<file path="config.mk">
export PLATFORM = sky130hd
export DESIGN_NAME = sram_write_ctrl
export DESIGN_NICKNAME = d
export VERILOG_FILES = /design/src/rtl/sram_write_ctrl_pkg.sv /design/src/rtl/wq_lane_decode.sv /design/src/rtl/wq_seq_ctrl.sv /design/src/rtl/wq_lane_regs.sv /design/src/rtl/sram_write_ctrl.sv
export SDC_FILE = /design/constraint.sdc
export NUM_CORES = 1
export LEC_CHECK = 0
export ABC_AREA = 1
export BUFFER_PORTS_ARGS = -buffer_cell sky130_fd_sc_hd__buf_2
export CAP_MARGIN = 30
export CORE_ASPECT_RATIO = 0.75
export CORE_MARGIN = 2
export CORE_UTILIZATION = 30
export CTS_CLUSTER_DIAMETER = 80
export DETAILED_ROUTE_END_ITERATION = 10
export GPL_TIMING_DRIVEN = 0
export SYNTH_ARGS = -nofsm -noshare
export SYNTH_HDL_FRONTEND = slang
export SYNTH_SLANG_ARGS = --single-unit
</file>
<file path="constraint.sdc">
create_clock -name clk_i -period 0.9 [get_ports clk_i]
set_input_delay 0.045 -clock clk_i [delete_from_list [all_inputs] [get_ports clk_i]]
set_output_delay 0.045 -clock clk_i [all_outputs]
set_load 0.05 [all_outputs]
</file>
<file path="src/rtl/sram_write_ctrl_pkg.sv">
package sram_write_ctrl_pkg;
  localparam int unsigned DEF_LANES  = 2;
  localparam int unsigned DEF_LANE_W = 9;

  typedef struct packed {
    logic start_p;
    logic start_c;
    logic desel;
  } strobe_dec_t;
endpackage

</file>
<file path="src/rtl/wq_lane_decode.sv">
module wq_lane_decode #(
  parameter int unsigned LANES = 2
) (
  input  logic             gw_ni,
  input  logic             bwe_ni,
  input  logic [LANES-1:0] bw_ni,
  output logic [LANES-1:0] lane_req_o,
  output logic             any_req_o
);
  for (genvar i = 0; i < LANES; i++) begin : g_lane
    // global write overrides per-lane selects
    assign lane_req_o[i] = ~gw_ni | (~bwe_ni & ~bw_ni[i]);
  end
  assign any_req_o = |lane_req_o;
endmodule

</file>
<file path="src/rtl/wq_seq_ctrl.sv">
module wq_seq_ctrl
  import sram_write_ctrl_pkg::*;
(
  input  logic clk_i,
  input  logic rst_ni,
  input  logic cs_ni,
  input  logic adsp_ni,
  input  logic adsc_ni,
  input  logic any_req_i,
  output logic qual_o,
  output logic wr_now_o,
  output logic pend_o,
  output logic rd_act_o
);
  strobe_dec_t dec;
  logic pend_q, rd_q;

  always_comb begin
    dec.start_p = ~cs_ni & ~adsp_ni;
    dec.start_c = ~cs_ni & adsp_ni & ~adsc_ni;
    dec.desel   = cs_ni & ~adsc_ni;
  end

  // processor start resolves one edge late; controller start resolves now
  assign qual_o   = pend_q | (dec.start_c & any_req_i);
  assign wr_now_o = qual_o & any_req_i;

  always_ff @(posedge clk_i or negedge rst_ni) begin
    if (!rst_ni) begin
      pend_q <= 1'b0;
      rd_q   <= 1'b0;
    end else begin
      pend_q <= dec.start_p;
      if (wr_now_o)                         rd_q <= 1'b0;
      else if (dec.start_p || dec.start_c)  rd_q <= 1'b1;
      else if (dec.desel)                   rd_q <= 1'b0;
    end
  end

  assign pend_o   = pend_q;
  assign rd_act_o = rd_q;
endmodule

</file>
<file path="src/rtl/wq_lane_regs.sv">
module wq_lane_regs #(
  parameter int unsigned LANES  = 2,
  parameter int unsigned LANE_W = 9,
  localparam int unsigned DW    = LANES * LANE_W
) (
  input  logic             clk_i,
  input  logic             rst_ni,
  input  logic             qual_i,
  input  logic [LANES-1:0] lane_req_i,
  input  logic [DW-1:0]    wdata_i,
  output logic [LANES-1:0] we_o,
  output logic [DW-1:0]    wdata_o
);
  for (genvar i = 0; i < LANES; i++) begin : g_lane
    logic              we_q;
    logic [LANE_W-1:0] d_q;
    always_ff @(posedge clk_i or negedge rst_ni) begin
      if (!rst_ni) begin
        we_q <= 1'b0;
        d_q  <= '0;
      end else begin
        we_q <= qual_i & lane_req_i[i];
        if (qual_i && lane_req_i[i]) d_q <= wdata_i[i*LANE_W +: LANE_W];
      end
    end
    assign we_o[i]                      = we_q;
    assign wdata_o[i*LANE_W +: LANE_W]  = d_q;
  end
endmodule

</file>
<file path="src/rtl/sram_write_ctrl.sv">
module sram_write_ctrl
  import sram_write_ctrl_pkg::*;
#(
  parameter int unsigned LANES  = DEF_LANES,
  parameter int unsigned LANE_W = DEF_LANE_W,
  localparam int unsigned DW    = LANES * LANE_W
) (
  input  logic             clk_i,
  input  logic             rst_ni,
  input  logic             cs_ni,
  input  logic             adsp_ni,
  input  logic             adsc_ni,
  input  logic             gw_ni,
  input  logic             bwe_ni,
  input  logic [LANES-1:0] bw_ni,
  input  logic             oe_ni,
  input  logic [DW-1:0]    wdata_i,
  output logic [LANES-1:0] we_o,
  output logic [DW-1:0]    wdata_o,
  output logic             bus_oe_o
);
  logic [LANES-1:0] lane_req;
  logic any_req, qual, wr_now, pend_q, rd_act;

  wq_lane_decode #(.LANES(LANES)) u_dec (
    .gw_ni      (gw_ni),
    .bwe_ni     (bwe_ni),
    .bw_ni      (bw_ni),
    .lane_req_o (lane_req),
    .any_req_o  (any_req)
  );

  wq_seq_ctrl u_seq (
    .clk_i     (clk_i),
    .rst_ni    (rst_ni),
    .cs_ni     (cs_ni),
    .adsp_ni   (adsp_ni),
    .adsc_ni   (adsc_ni),
    .any_req_i (any_req),
    .qual_o    (qual),
    .wr_now_o  (wr_now),
    .pend_o    (pend_q),
    .rd_act_o  (rd_act)
  );

  wq_lane_regs #(.LANES(LANES), .LANE_W(LANE_W)) u_lanes (
    .clk_i      (clk_i),
    .rst_ni     (rst_ni),
    .qual_i     (qual),
    .lane_req_i (lane_req),
    .wdata_i    (wdata_i),
    .we_o       (we_o),
    .wdata_o    (wdata_o)
  );

  // bus released on any write intent, independent of oe_ni
  assign bus_oe_o = ~oe_ni & rd_act & ~wr_now;
endmodule

</file>
==> metrics.txt, run 1 <==
nature of the critical path endpoint=output port; Seq cells post-synth=22; CP max FO=2; crit path launch=u_seq.pend_o; Fmax=about 820 MHz; top cells by area, synth=dfrtp_1, nand2_1, nand3_1, inv_1, nand2_2; WHS=0.007666 ns; Worst Path Arrival=between 1 and 1.5 ns; area of the die=0.003627 mm²; clock period minus worst slack=roughly 1.2 ns; Clock Skews=0.0004179 ns; Psw=~0.0013 W; Post-Syn Instances=107; num rows=17; CP max stage delay=~0.36 ns; Tightest Pin Transition=roughly 0.59 ns; final worst path period share=1.356; CP Class=reg2out; Netlist cell types=11; n_diodes=0; Crit Reg-Reg Startpoint=u_seq.pend_o; number of flops mapped to enable cells by yosys=0; RePlAce Congestion=between 0.6 and 0.7; Peak VDD IR=0.8406 mV; starting density of the core=0.3181; dominant synthesized flop cell=dfrtp_1; switching share of power=0.4006; final setup vio count=20; Setup TNS=-4.357 ns; hpwl dp=approximately 1700 µm; share of the synthesized area in the top cell type=0.5812; flop-to-flop setup slack=-0.27 ns; post-route ant nets=0; total track usage=0.1360; RSZ-0062 raised after global routing=yes; Final WS setup=-0.3205 ns; final WL=around 2600 µm; part of the power in registers=0.385; cell with the most instances after synthesis=nand2_1; CP Capture Point=bus_oe_o; CTS tree=built; Die H=about 53 µm; DRT iter0 DRCs=41; vias per cell=around 4.5; max-slew violations=0; max_cap viols=0; leak pwr=about 0.87 nW; RR Endpoint=u_lanes.g_lane[1].d_q[2]; worst-path cell chain=inv_1, nand2_2, buf_8, nand2_4, nand2_4, clkinvlp_4, buf_8; synthesized area per cell=just under 9 µm²; DR vias=about 900; Core Box Area=0.002978 mm²; Combinational Power Share=0.435; proportion of synthesized chip area in sequential cells=0.5812; largest net degree at the start of global routing=23; wire length per cell=between 10 and 15 µm; Synth Cell Area=approximately 950 µm²; Clk network pwr share=0.180; CTS clk-pin slew, worst paths=0.07 ns; share of post-route cells with drive strength above 1=0.5210; Synth Warn #=0; ys async rst share=1.000; Core Util, Final=0.5450; wire length of the first global-routing pass=around 3500 µm; PortBufs=between 40 and 50; Clock Sinks=22; cell taking the most area after synthesis=dfrtp_1; slowest CP cell=dfrtp_1; Pwr Total=~0.0033 W; GR Overflow Total=0; CP required=~0.85 ns; startpoint types=flip-flop; nets@finish=about 200; failing checks=negative setup slack; DRC=0; final hold vios=0; initial antenna violation count=0; H-tree Lvls=1; clk_lat worst skew=between 0.2 and 0.3 ns; I/O pins=a little under 50; Die X-Extent=68.88 µm; clk buf depth=2; Power per Cell Area=~2000 mW/mm²; top cells by count, synth=nand2_1, dfrtp_1, nand3_1; vias in the first global route=814; clock root buffer=clkbuf_8; DRT Pass-1 Iters=4; Max-slew headroom=0.6069; status=complete, but fails checks; syn nets=about 140; total CTS buffers=3; cell-internal power=a little under 0.002 W; reg2reg path depth=8; Min-Delay Path Class=in2reg; pre-CTS setup slack=-0.2710 ns; area grow syn2layout=71.33%
## per-stage QoR
stage | instances | cell area (µm²)
floorplan | 107 | 970.9
CTS | 200 | 1429
finish | 205 | 1623
global route | 205 | 1623
detailed placement | 193 | 1259
global placement | 193 | 1259
## power groups by stage
| stage | combinational (W) | sequential, W | clock (W) |
|---|---|---|---|
| 6_report | 0.00144 | 0.00128 | 0.000595 |
| 5_1_grt | 0.00152 | 0.00129 | 0.000665 |
| 4_1_cts | 0.00124 | 0.00124 | 0.000603 |
| 3_5_place_dp | 0.00111 | 0.00125 | 0 |
| 3_3_place_gp | 0.00109 | 0.00124 | 0 |
| 2_1_floorplan | 0.000274 | 0.00177 | 0 |
## layout make-up
cell class / count / area [µm²]
Multi-Input combinational cell: 73 / 427.9
Tap cell: 38 / 47.55
Inverter: 9 / 37.54
Clock buffer: 3 / 41.29
Timing Repair Buffer: 58 / 491.7
Sequential cell: 22 / 550.5
Buffer: 2 / 26.28
Fill cell: 281 / 1355
## routing by layer
layer	vias to the layer above	global-route usage	wire length, µm
met2	34	0.2212	1264
li1	453	-	-
met3	3	0.02581	155
met4	0	0.05882	21
met5	-	0	0
met1	428	0.1754	1154
## state kept, by name, summed over array words and instances (netlist names)
name / count
u_lanes.g_lane.we_q: 2
u_seq.pend_o: 1
u_seq.rd_act_o: 1
u_lanes.g_lane.d_q: 18
## worst min-delay path by stage
stage                startpoint                        to  slack [ns]  cells past startpoint
finish               wdata_i[2]  u_lanes.g_lane[0].d_q[2]       0.008                      3
global route         wdata_i[9]  u_lanes.g_lane[1].d_q[0]        0.01                      3
CTS                 wdata_i[17]  u_lanes.g_lane[1].d_q[8]        0.01                      3
detailed placement       rst_ni    u_lanes.g_lane[1].we_q        0.03                      1
global placement         rst_ni    u_lanes.g_lane[1].we_q        0.03                      1
floorplan                rst_ni  u_lanes.g_lane[0].d_q[0]       -0.25                      0
## worst max-delay path, delay by kind of cell (launching register included)
family,cells,cell delay (ns)
buffers and inverters,4,0.38
flip-flops,1,0.36
AND/OR/NAND/NOR,3,0.17
## placed cells by master, fill, tap and decap left out
cell type and n:
nor2_2 1, buf_2 27, dlygate4sd3_1 3, clkinvlp_4 1, nand2_1 33, dfrtp_1 22
nand2_8 3, nand3_2 5, nor2_1 2, inv_1 6, buf_6 18, inv_2 2
buf_4 6, nand2_4 2, nor3b_2 1, buf_8 4, buf_12 1, nand3_1 14
clkbuf_16 1, nand2_2 12, clkbuf_8 3
## what timing repair did
| item | in CTS | in global routing |
|---|---|---|
| hold endpoints to repair | 23 | 0 |
| setup buffers | 3 | 3 |
| resized for setup | 32 | 36 |
| gates cloned | 1 | 2 |
| pin swaps | 2 | 6 |
| hold buffers | 3 | 0 |
| endpoints found under the setup margin | 36 | 38 |
## kinds of logic (layout without fill, tap and decap cells)
| family | after synthesis | count (layout) | share of synthesized area |
|---|---|---|---|
| simple gates | 72 | 73 | 0.3474 |
| buf+inv | 13 | 72 | 0.07133 |
| flops | 22 | 22 | 0.5812 |
Note: power is estimated with default switching activity, not from simulation.
==> run 2, diff against run 1 <==
- ABC_AREA: 1 -> not set
==> run 2 against run 1 <==
Compared with the run above: the run still ends with negative setup slack left; register-to-register slack got worse by 0.13 ns; first-iteration DRC count shrank 66%; largest power group unchanged; highest routed layer is now met3; largest cell class unchanged; count of clock-buffer cells in the layout did not move; critical endpoint is now u_lanes.g_lane[0].d_q[0]; critical path type is now reg2reg; fmax fell by 5.9%; sequential power about the same; synthesized area shrank 5.7%; sequential share of layout area increased by 0.99 points.
==> metrics.txt, run 2 <==
clock period minus worst slack=~1.3 ns; cell-internal power=between 0.002 and 0.0025 W; wire length of the first global-routing pass=around 3000 µm; synthesized area per cell=~15 µm²; DR vias=approximately 700; design area=~0.0016 mm²; startpoint types=flip-flop; cell taking the most area after synthesis=dfrtp_1; Clock Skews=about 0.0027 ns; nature of the critical path endpoint=flip-flop; cell with the most instances after synthesis=dfrtp_1; Tightest Pin Transition=between 0.4 and 0.5 ns; top flop regs=u_lanes.g_lane.d_q (18), u_lanes.g_lane.we_q (2); CTS clk-pin slew, worst paths=around 0.080 ns; clock root buffer=clkbuf_8; Netlist cell types=16; most frequent cells in the layout=buf_2, dfrtp_1, buf_6; Pwr Total=0.003730 W; Min-Delay Path Class=in2reg; Die H=51.26 µm; final WL=about 2000 µm; placed cell areas=around 0.0012 mm²; max_cap viols=0; DRT iter0 DRCs=14; share of post-route cells with drive strength above 1=0.6555; Core Box Area=0.002893 mm²; status=complete, but fails checks; Largest Register=u_lanes.g_lane.d_q; Clk network pwr share=0.245; failing checks=negative setup slack; Max-slew headroom=0.6723; part of the power in registers=0.349; Setup TNS=-6.351 ns; proportion of synthesized chip area in sequential cells=0.6162; Combinational Power Share=0.406; final worst path period share=1.441; I/O pins=just under 50; clk buf depth=2; Synth Warn #=0; starting density of the core=0.3088; H-tree Lvls=1; CTS tree=built; area of the die=0.003435 mm²; Post-Syn Instances=58; n_diodes=0; Psw=approximately 0.0013 W; Clock Sinks=22; top cells by count, synth=dfrtp_1, mux2_2; post-route ant nets=0; final setup vio count=20; CP Class=reg2reg; GR Overflow Total=0; Worst Path Arrival=about 1.5 ns; DRC=0; number of flops mapped to enable cells by yosys=0; nets@finish=between 100 and 150; share of the synthesized area in the top cell type=0.6162; ys async rst share=1.000; switching share of power=0.3477; final hold vios=0; syn nets=86; leak pwr=between 0.8 and 0.9 nW; wire length per cell=12.97 µm; area grow syn2layout=76.89%; vias per cell=roughly 4.4; max-slew violations=0; Core Util, Final=0.5463; PortBufs=48; Power per Cell Area=~2400 mW/mm²; num rows=17; number of flip-flops under the largest register name=18; top cells by area, synth=dfrtp_1, mux2_2, o21ai_4, nor3b_4, buf_4; Final WS setup=-0.3968 ns; FILL cells=255; Peak VDD IR=approximately 1.4 mV; dominant synthesized flop cell=dfrtp_1; Synth Cell Area=a little under 900 µm²; Die X-Extent=between 60 and 70 µm; DRT Pass-1 Iters=4; RSZ-0062 raised after global routing=yes; CP max FO=10; most common cell after layout, fill and taps aside=buf_2; CP required=between 1 and 1.5 ns; Seq cells post-synth=22; initial antenna violation count=0; clk_lat worst skew=0.26 ns; vias in the first global route=691; RePlAce Congestion=approximately 0.73; hpwl dp=between 1000 and 1500 µm; Fmax=slightly below 800 MHz; largest net degree at the start of global routing=23; total track usage=0.1206; total CTS buffers=3
## run 2: per-stage QoR
step           hold slack, ns  cells  worst slack, ns
6_report              0.01038    157          -0.3968
3_5_place_dp          0.03945    144          -0.3923
4_1_cts            0.00009073    150          -0.4101
5_1_grt             0.0001311    157          -0.4564
3_3_place_gp          0.03045    144          -0.3618
2_1_floorplan         -0.2506     58          -0.2741
## run 2: repair_timing
| action | 4_1_cts | 5_1_grt |
|---|---|---|
| endpoints found under the hold margin | 23 | 6 |
| buffers inserted | 2 | 1 |
| hold buffers | 2 | 6 |
| setup endpoints to repair | 41 | 39 |
| resized for setup | 45 | 15 |
## run 2: power groups by stage
| stage | registers, W | clock network [W] | logic, W |
|---|---|---|---|
| floorplan | 0.00184 | 0 | 0.000273 |
| global placement | 0.00125 | 0 | 0.00114 |
| detailed placement | 0.00126 | 0 | 0.00116 |
| CTS | 0.00127 | 0.000945 | 0.00141 |
| global route | 0.00133 | 0.000995 | 0.00157 |
| finish | 0.00130 | 0.000913 | 0.00152 |
## run 2: cells by family (layout without fill, tap and decap cells)
family | after synthesis | after routing | share of synthesized area
compound gates | 8 | 8 | 0.07983
flops | 22 | 22 | 0.6162
buf+inv | 4 | 65 | 0.02521
mux | 18 | 18 | 0.2311
simple gates | 6 | 6 | 0.04762
## run 2: path summary, 6_finish.rpt
check | depth (start not counted) | from | endpoint | slack [ns]
setup / recovery | 4 | u_seq.pend_o | u_lanes.g_lane[0].d_q[0] | -0.40
hold / removal | 2 | wdata_i[5] | u_lanes.g_lane[0].d_q[5] | 0.01
setup reg to reg | 4 | u_seq.pend_o | u_lanes.g_lane[0].d_q[0] | -0.40
hold reg to reg | 1 | u_lanes.g_lane[0].d_q[6] | u_lanes.g_lane[0].d_q[6] | 0.54
max in group asynchronous | 2 | rst_ni | u_seq.pend_o | 0.26
min in group asynchronous | 2 | rst_ni | u_lanes.g_lane[1].d_q[5] | 0.28
## run 2: worst max-delay path, cell delays in order, from the launching register on
cell and delay, ns:
dfrtp_2 0.44, buf_4 0.15, o21ai_4 0.13, buf_12 0.16, mux2_4 0.30
## run 2: final cells by class
type / instances / area (µm²) / area share
inverter: 2 / 7.507 / 0.004751
clock inverter: 1 / 30.03 / 0.01900
sequential: 22 / 551.8 / 0.3492
tap: 38 / 47.55 / 0.03009
multi-input combinational: 32 / 395.4 / 0.2502
timing repair buffer: 59 / 506.7 / 0.3207
clock buffer: 3 / 41.29 / 0.02613
## run 2: metal layers
metal,wire length [µm],vias to the layer above,GRT usage
met3,114,0,0.05066
li1,-,324,-
met2,1073,24,0.1964
met1,849,336,0.1512
met5,0,-,0
met4,0,0,0.02041
